## src/rtl/irq_route_pkg.sv

```systemverilog
package irq_route_pkg;

  // Word indexes (byte offset / 4) of the register bank
  localparam int unsigned IDX_IRQ_STAT = 0;
  localparam int unsigned IDX_FIQ_STAT = 1;
  localparam int unsigned IDX_RAW      = 2;
  localparam int unsigned IDX_ROUTE    = 3;
  localparam int unsigned IDX_EN_SET   = 4;
  localparam int unsigned IDX_EN_CLR   = 5;
  localparam int unsigned IDX_SW_SET   = 6;
  localparam int unsigned IDX_SW_CLR   = 7;
  localparam int unsigned IDX_GUARD    = 8;

  // One-hot register select produced by the address decoder
  typedef struct packed {
    logic irq_stat;
    logic fiq_stat;
    logic raw;
    logic route;
    logic en_set;
    logic en_clr;
    logic sw_set;
    logic sw_clr;
    logic guard;
  } reg_hit_t;

endpackage

```

## src/rtl/irq_addr_dec.sv

```systemverilog
module irq_addr_dec
  import irq_route_pkg::*;
#(
  parameter int ADDR_W = 12
) (
  input  logic [ADDR_W-1:0] addr,
  output reg_hit_t          hit
);
  localparam int WIDX = ADDR_W - 2;

  logic [WIDX-1:0] widx;
  assign widx = addr[ADDR_W-1:2];

  always_comb begin
    hit = '0;
    case (widx)
      WIDX'(IDX_IRQ_STAT): hit.irq_stat = 1'b1;
      WIDX'(IDX_FIQ_STAT): hit.fiq_stat = 1'b1;
      WIDX'(IDX_RAW):      hit.raw      = 1'b1;
      WIDX'(IDX_ROUTE):    hit.route    = 1'b1;
      WIDX'(IDX_EN_SET):   hit.en_set   = 1'b1;
      WIDX'(IDX_EN_CLR):   hit.en_clr   = 1'b1;
      WIDX'(IDX_SW_SET):   hit.sw_set   = 1'b1;
      WIDX'(IDX_SW_CLR):   hit.sw_clr   = 1'b1;
      WIDX'(IDX_GUARD):    hit.guard    = 1'b1;
      default: ;
    endcase
  end
endmodule

```

## src/rtl/irq_in_sync.sv

```systemverilog
module irq_in_sync #(
  parameter int N_SRC = 32
) (
  input  logic             clk,
  input  logic             rst_n,
  input  logic [N_SRC-1:0] lvl_i,
  output logic [N_SRC-1:0] lvl_q
);
  // Level sampling only: a dropped level is released on the next edge
  always_ff @(posedge clk or negedge rst_n) begin
    if (!rst_n) lvl_q <= '0;
    else        lvl_q <= lvl_i;
  end
endmodule

```

## src/rtl/irq_ctrl_regs.sv

```systemverilog
module irq_ctrl_regs
  import irq_route_pkg::*;
#(
  parameter int N_SRC = 32
) (
  input  logic             clk,
  input  logic             rst_n,
  input  logic             wr_en,
  input  reg_hit_t         hit,
  input  logic [N_SRC-1:0] wdata,
  output logic [N_SRC-1:0] en_q,
  output logic [N_SRC-1:0] route_q,
  output logic [N_SRC-1:0] sw_q,
  output logic             guard_q
);
  logic [N_SRC-1:0] en_d, route_d, sw_d;
  logic             guard_d;
  logic             en_ce, route_ce, sw_ce, guard_ce;

  // Next state
  always_comb begin
    en_ce    = wr_en & (hit.en_set | hit.en_clr);
    route_ce = wr_en & hit.route;
    sw_ce    = wr_en & (hit.sw_set | hit.sw_clr);
    guard_ce = wr_en & hit.guard;

    en_d = hit.en_set ? (en_q | wdata) : (en_q & ~wdata);
    sw_d = hit.sw_set ? (sw_q | wdata) : (sw_q & ~wdata);
    route_d = wdata;
    guard_d = wdata[0];
  end

  // State registers with explicit clock enables
  always_ff @(posedge clk or negedge rst_n) begin
    if (!rst_n) begin
      en_q    <= '0;
      route_q <= '0;
      sw_q    <= '0;
      guard_q <= 1'b0;
    end else begin
      if (en_ce)    en_q    <= en_d;
      if (route_ce) route_q <= route_d;
      if (sw_ce)    sw_q    <= sw_d;
      if (guard_ce) guard_q <= guard_d;
    end
  end

  a_r5_enable_set: assert property (@(posedge clk) disable iff (!rst_n)
    (wr_en && hit.en_set) |=> ((en_q & $past(wdata)) == $past(wdata)));

  a_r5_enable_clear: assert property (@(posedge clk) disable iff (!rst_n)
    (wr_en && hit.en_clr) |=> ((en_q & $past(wdata)) == '0));

  a_r6_soft_set: assert property (@(posedge clk) disable iff (!rst_n)
    (wr_en && hit.sw_set) |=> ((sw_q & $past(wdata)) == $past(wdata)));

  a_r6_soft_clear: assert property (@(posedge clk) disable iff (!rst_n)
    (wr_en && hit.sw_clr) |=> ((sw_q & $past(wdata)) == '0));

  a_r7_route_load: assert property (@(posedge clk) disable iff (!rst_n)
    (wr_en && hit.route) |=> (route_q == $past(wdata)));

  a_r9_guard_bit0: assert property (@(posedge clk) disable iff (!rst_n)
    (wr_en && hit.guard) |=> (guard_q == $past(wdata[0])));

  a_r8_status_write_ignored: assert property (@(posedge clk) disable iff (!rst_n)
    (wr_en && (hit.irq_stat || hit.fiq_stat || hit.raw)) |=>
      ($stable(en_q) && $stable(route_q) && $stable(sw_q) && $stable(guard_q)));

  a_r10_reset_clear: assert property (@(posedge clk) disable iff (!rst_n)
    $rose(rst_n) |-> (en_q == '0 && route_q == '0 && sw_q == '0 && !guard_q));
endmodule

```

## src/rtl/irq_route_logic.sv

```systemverilog
module irq_route_logic
  import irq_route_pkg::*;
#(
  parameter int N_SRC = 32
) (
  input  reg_hit_t         hit,
  input  logic [N_SRC-1:0] lvl_q,
  input  logic [N_SRC-1:0] en_q,
  input  logic [N_SRC-1:0] route_q,
  input  logic [N_SRC-1:0] sw_q,
  input  logic             guard_q,
  output logic [N_SRC-1:0] irq_vec,
  output logic             fiq_out,
  output logic [N_SRC-1:0] rdata
);
  logic [N_SRC-1:0] raw_w, irq_w, fiq_w;

  always_comb begin
    raw_w   = lvl_q | sw_q;
    irq_w   = raw_w & en_q & ~route_q;
    fiq_w   = raw_w & route_q;
    irq_vec = irq_w;
    fiq_out = |fiq_w;
  end

  // Side-effect free read mux; clear-only and unmapped offsets read zero
  always_comb begin
    rdata = '0;
    if (hit.irq_stat) rdata = irq_w;
    if (hit.fiq_stat) rdata = fiq_w;
    if (hit.raw)      rdata = raw_w;
    if (hit.route)    rdata = route_q;
    if (hit.en_set)   rdata = en_q;
    if (hit.sw_set)   rdata = sw_q;
    if (hit.guard)    rdata = N_SRC'(guard_q);
  end
endmodule

```

## src/rtl/irq_route_bank.sv

```systemverilog
module irq_route_bank
  import irq_route_pkg::*;
#(
  parameter int N_SRC  = 32,
  parameter int ADDR_W = 12
) (
  input  logic              clk,
  input  logic              rst_n,
  input  logic [N_SRC-1:0]  src_lvl,
  input  logic              bus_wr,
  input  logic [ADDR_W-1:0] bus_addr,
  input  logic [N_SRC-1:0]  bus_wdata,
  output logic [N_SRC-1:0]  bus_rdata,
  output logic [N_SRC-1:0]  irq_vec,
  output logic              fiq_out
);
  reg_hit_t         hit;
  logic [N_SRC-1:0] lvl_q, en_q, route_q, sw_q;
  logic             guard_q;

  irq_addr_dec #(.ADDR_W(ADDR_W)) u_dec (
    .addr (bus_addr),
    .hit  (hit)
  );

  irq_in_sync #(.N_SRC(N_SRC)) u_sync (
    .clk   (clk),
    .rst_n (rst_n),
    .lvl_i (src_lvl),
    .lvl_q (lvl_q)
  );

  irq_ctrl_regs #(.N_SRC(N_SRC)) u_regs (
    .clk     (clk),
    .rst_n   (rst_n),
    .wr_en   (bus_wr),
    .hit     (hit),
    .wdata   (bus_wdata),
    .en_q    (en_q),
    .route_q (route_q),
    .sw_q    (sw_q),
    .guard_q (guard_q)
  );

  irq_route_logic #(.N_SRC(N_SRC)) u_logic (
    .hit     (hit),
    .lvl_q   (lvl_q),
    .en_q    (en_q),
    .route_q (route_q),
    .sw_q    (sw_q),
    .guard_q (guard_q),
    .irq_vec (irq_vec),
    .fiq_out (fiq_out),
    .rdata   (bus_rdata)
  );

  a_r2_irq_needs_enable: assert property (@(posedge clk) disable iff (!rst_n)
    ((irq_vec & ~en_q) == '0));

  a_r4_fiq_needs_route: assert property (@(posedge clk) disable iff (!rst_n)
    fiq_out |-> (route_q != '0));

  a_r3_paths_exclusive: assert property (@(posedge clk) disable iff (!rst_n)
    ((irq_vec & route_q) == '0));
endmodule

```

## config.mk

```make
export PLATFORM = sky130hd
export DESIGN_NAME = irq_route_bank
export DESIGN_NICKNAME = d
export VERILOG_FILES = /design/src/rtl/irq_route_pkg.sv /design/src/rtl/irq_addr_dec.sv /design/src/rtl/irq_in_sync.sv /design/src/rtl/irq_ctrl_regs.sv /design/src/rtl/irq_route_logic.sv /design/src/rtl/irq_route_bank.sv
export SDC_FILE = /design/constraint.sdc
export NUM_CORES = 1
export LEC_CHECK = 0
export BUFFER_PORTS_ARGS = -buffer_cell sky130_fd_sc_hd__buf_4
export CAP_MARGIN = 20
export CORE_UTILIZATION = 55
export CTS_BUF_LIST = sky130_fd_sc_hd__clkbuf_8
export CTS_CLUSTER_DIAMETER = 200
export DETAILED_ROUTE_END_ITERATION = 7
export PLACE_DENSITY_LB_ADDON = 0.25
export SLEW_MARGIN = 30
export SYNTH_ARGS = -nofsm -noshare
export SYNTH_HDL_FRONTEND = slang
export SYNTH_HIERARCHICAL = 1
export SYNTH_SLANG_ARGS = --single-unit
```

## constraint.sdc

```tcl
create_clock -name clk -period 3.5 [get_ports clk]
set_clock_uncertainty 0.2 [all_clocks]
set_input_delay 0 -clock clk [delete_from_list [all_inputs] [get_ports clk]]
set_output_delay 0 -clock clk [all_outputs]
set_load 0.05 [all_outputs]
```

==> flow_summary.toml <==
[run_status]
status = "finished clean"

[placement]
gp_congestion = 0.891
io_buffers = 141
dp_hpwl_mm = 13.7
post_dp_cell_area_mm2 = 0.00810
dp_slack_ns = 0.712
place_inst = 953

[global_routing]
track_usage_pct = 37.3
grt_pass1_wl_mm = 36.4
overflow = 0
grt_max_degree = 73
antenna_found_initial = 0
grt_pass1_vias = 7146

[sta]
fin_tns_setup_ns = 0
worstMarginPinSlew_ns = 0.694
fmax_mhz = 302
grt_setup_unrepaired = "no"
hold_slack_ns = 0.0156
fin_crit_sh_pct = 94.7
fin_crit_ns = 3.31
slew_headroom_pct = 53.7
setup_viol = 0
slew_viol_final = 0
hold_viol = 0
worst_slack_ns = 0.185

[routing]
ant_nets = 0
wl_per_cell_um = 21.4
vias = 7142
drc = 0
via_per_inst = 6.59
wirelength_mm = 23.2
drt_pass1_iterations = 7
drt_iter0_markers = 891

[synth]
synthArstFlopShare_pct = 100
synth-edff-count = 0
synth-xor-area-share_pct = 0
syn_nets = 756
syn_inst = 677
ys_seq_area_share_pct = 47.1
synth_ff_type = "dfrtp_1"
synth_seq_cells = 129
synth_common_cells = "129 x dfrtp_1, 65 x nor2b_1, 64 x a32o_1, 64 x nand3_1, 62 x nor2_1"
synth_top_family_by_area = "compound AO/OA/AOI/OAI gates"
yosys.area_share.simple_pct = 17.6
synthesis.area_mm2 = 0.00685
synth_compound_area_share_pct = 25.6
synth_largest_area_cell = "dfrtp_1"
synth.distinct_cells = 40
synthMuxAreaShare_pct = 5.42
synth.top_cell.area_share_pct = 47.1
ys_warn_count = 6
syn_avg_cell_area_um2 = 10.1
synthAdderAreaFrac_pct = 0
synth_most_common_cell = "dfrtp_1"
ys_top_cells_by_area = "dfrtp_1 47%, a32o_1 9.3%, nor2b_1 5.9%, mux2_2 5.1%, nand3_1 4.7%"

[power]
fin_total_pwr_mw = 3.24
p_per_area_mw_per_mm2 = 340
power.leakage_nw = 4.18
ir_worst_vdd_v = 0.000409

[setup_path]
worst_ep_required_time_ns = 3.30
rrSetupSlack_ns = 2.45
worstPathMaxFanout = 34
end_kind = "output port"
startpoint_type = "primary input"
crit_arrival_ns = 3.11
worstSetupPathType = "primary input to output port"

[finish]
multi_input_area_mm2 = 0.00338
syn2layout_area_growth_pct = 39.0
nFillCells = 779
fin_util_pct = 79.0
num_antenna_cells = 0
nets = 984
stdcell_area_mm2 = 0.00953
drive_above_1_share_pct = 25.7
final_cells = 1083
ff_latch_area_mm2 = 0.00323

[die]
fp.dieArea_mm2 = 0.0129
core_mm2 = 0.0121
die_width_um = 114
start_util_pct = 56.8
die_h_um = 114
row_count = 40
ios = 144

[cts]
cts_tree = "done"
cts_setup_buffers = 0
clkTransAtPathRegs_ns = 0.07
cts.path.max_buffers = 2
clk_latency_ns = 0.45
cts_root_buf = "clkbuf_8"
clock-sinks = 129
cts_buffers = 17
htree_levels = 4

[run]
drv_cap = 0

[min_path]
hold_path.class = "primary input to flip-flop"
==> final timing paths <==
kind                                        start           endpoint  depth (start not counted)
worst max-delay path                 bus_addr[11]       bus_rdata[0]                         10
worst min-delay path                   src_lvl[9]    u_sync/lvl_q[9]                          2
worst max register to register  u_regs/route_q[4]  u_regs/route_q[4]                          1
worst min register to register     u_regs/guard_q     u_regs/guard_q                          1
max in group asynchronous                   rst_n          async pin                          4
min in group asynchronous                   rst_n    u_sync/lvl_q[5]                          3
==> critical path, stage by stage <==
cell	delay (ns)
dlygate4sd3_1	0.53
buf_4	0.14
or4_1	0.63
nor3_2	0.24
buf_4	0.39
buf_6	0.33
a211oi_1	0.13
a311o_1	0.27
a21oi_1	0.18
buf_4	0.23
==> cell usage in the layout, fill, tap and decap left out, types with 3 or more instances in the layout <==
cell type,count
buf_4,162
dfrtp_1,129
dlygate4sd3_1,101
nor2b_1,64
nand3_1,64
a32o_1,64
nor2_1,62
a21oi_1,33
a221oi_1,31
o21ai_0,31
mux2_2,31
a22oi_1,30
o31ai_1,29
clkbuf_8,18
nand4_1,7
nand2_1,6
inv_1,5
nor3_2,5
bufinv_16,4
clkinv_2,3
buf_12,3
==> routing by layer <==
layer | track usage [%] | routed length [um] | vias to the layer above
li1 | - | - | 3094
met1 | 44.5 | 8560 | 3396
met2 | 61.7 | 11100 | 532
met3 | 10.5 | 2440 | 120
met4 | 18.9 | 1030 | 0
met5 | 0 | 0 | -
==> final cells by class <==
| class | instances | area share, % |
|---|---|---|
| repair buffers | 268 | 24.2 |
| well taps | 168 | 2.21 |
| clock inverters | 11 | 1.58 |
| flip-flops and latches | 129 | 33.9 |
| multi-input cells | 488 | 35.5 |
| inverters | 1 | 0.0394 |
| clock buffers | 18 | 2.60 |
==> kinds of logic after synthesis <==
kind of cell           after synthesis
multiplexers                        33
buffers and inverters               60
AO/OA/AOI/OAI                      227
AND/OR/NAND/NOR                    228
flip-flops                         129
==> what timing repair did <==
item,4_1_cts,5_1_grt
gates resized for setup,0,3
endpoints found under the hold margin,200,7
setup endpoints to repair,0,3
hold buffers,99,2
==> report_power, final <==
part / total (mW) / internal [mW] / switching (mW)
Combinational: 0.354 / 0.177 / 0.177
Clock: 1.33 / 0.768 / 0.561
Sequential: 1.55 / 1.53 / 0.0290
Total: 3.24 / 2.47 / 0.767
No activity file was read; power rests on OpenSTA's default activity.
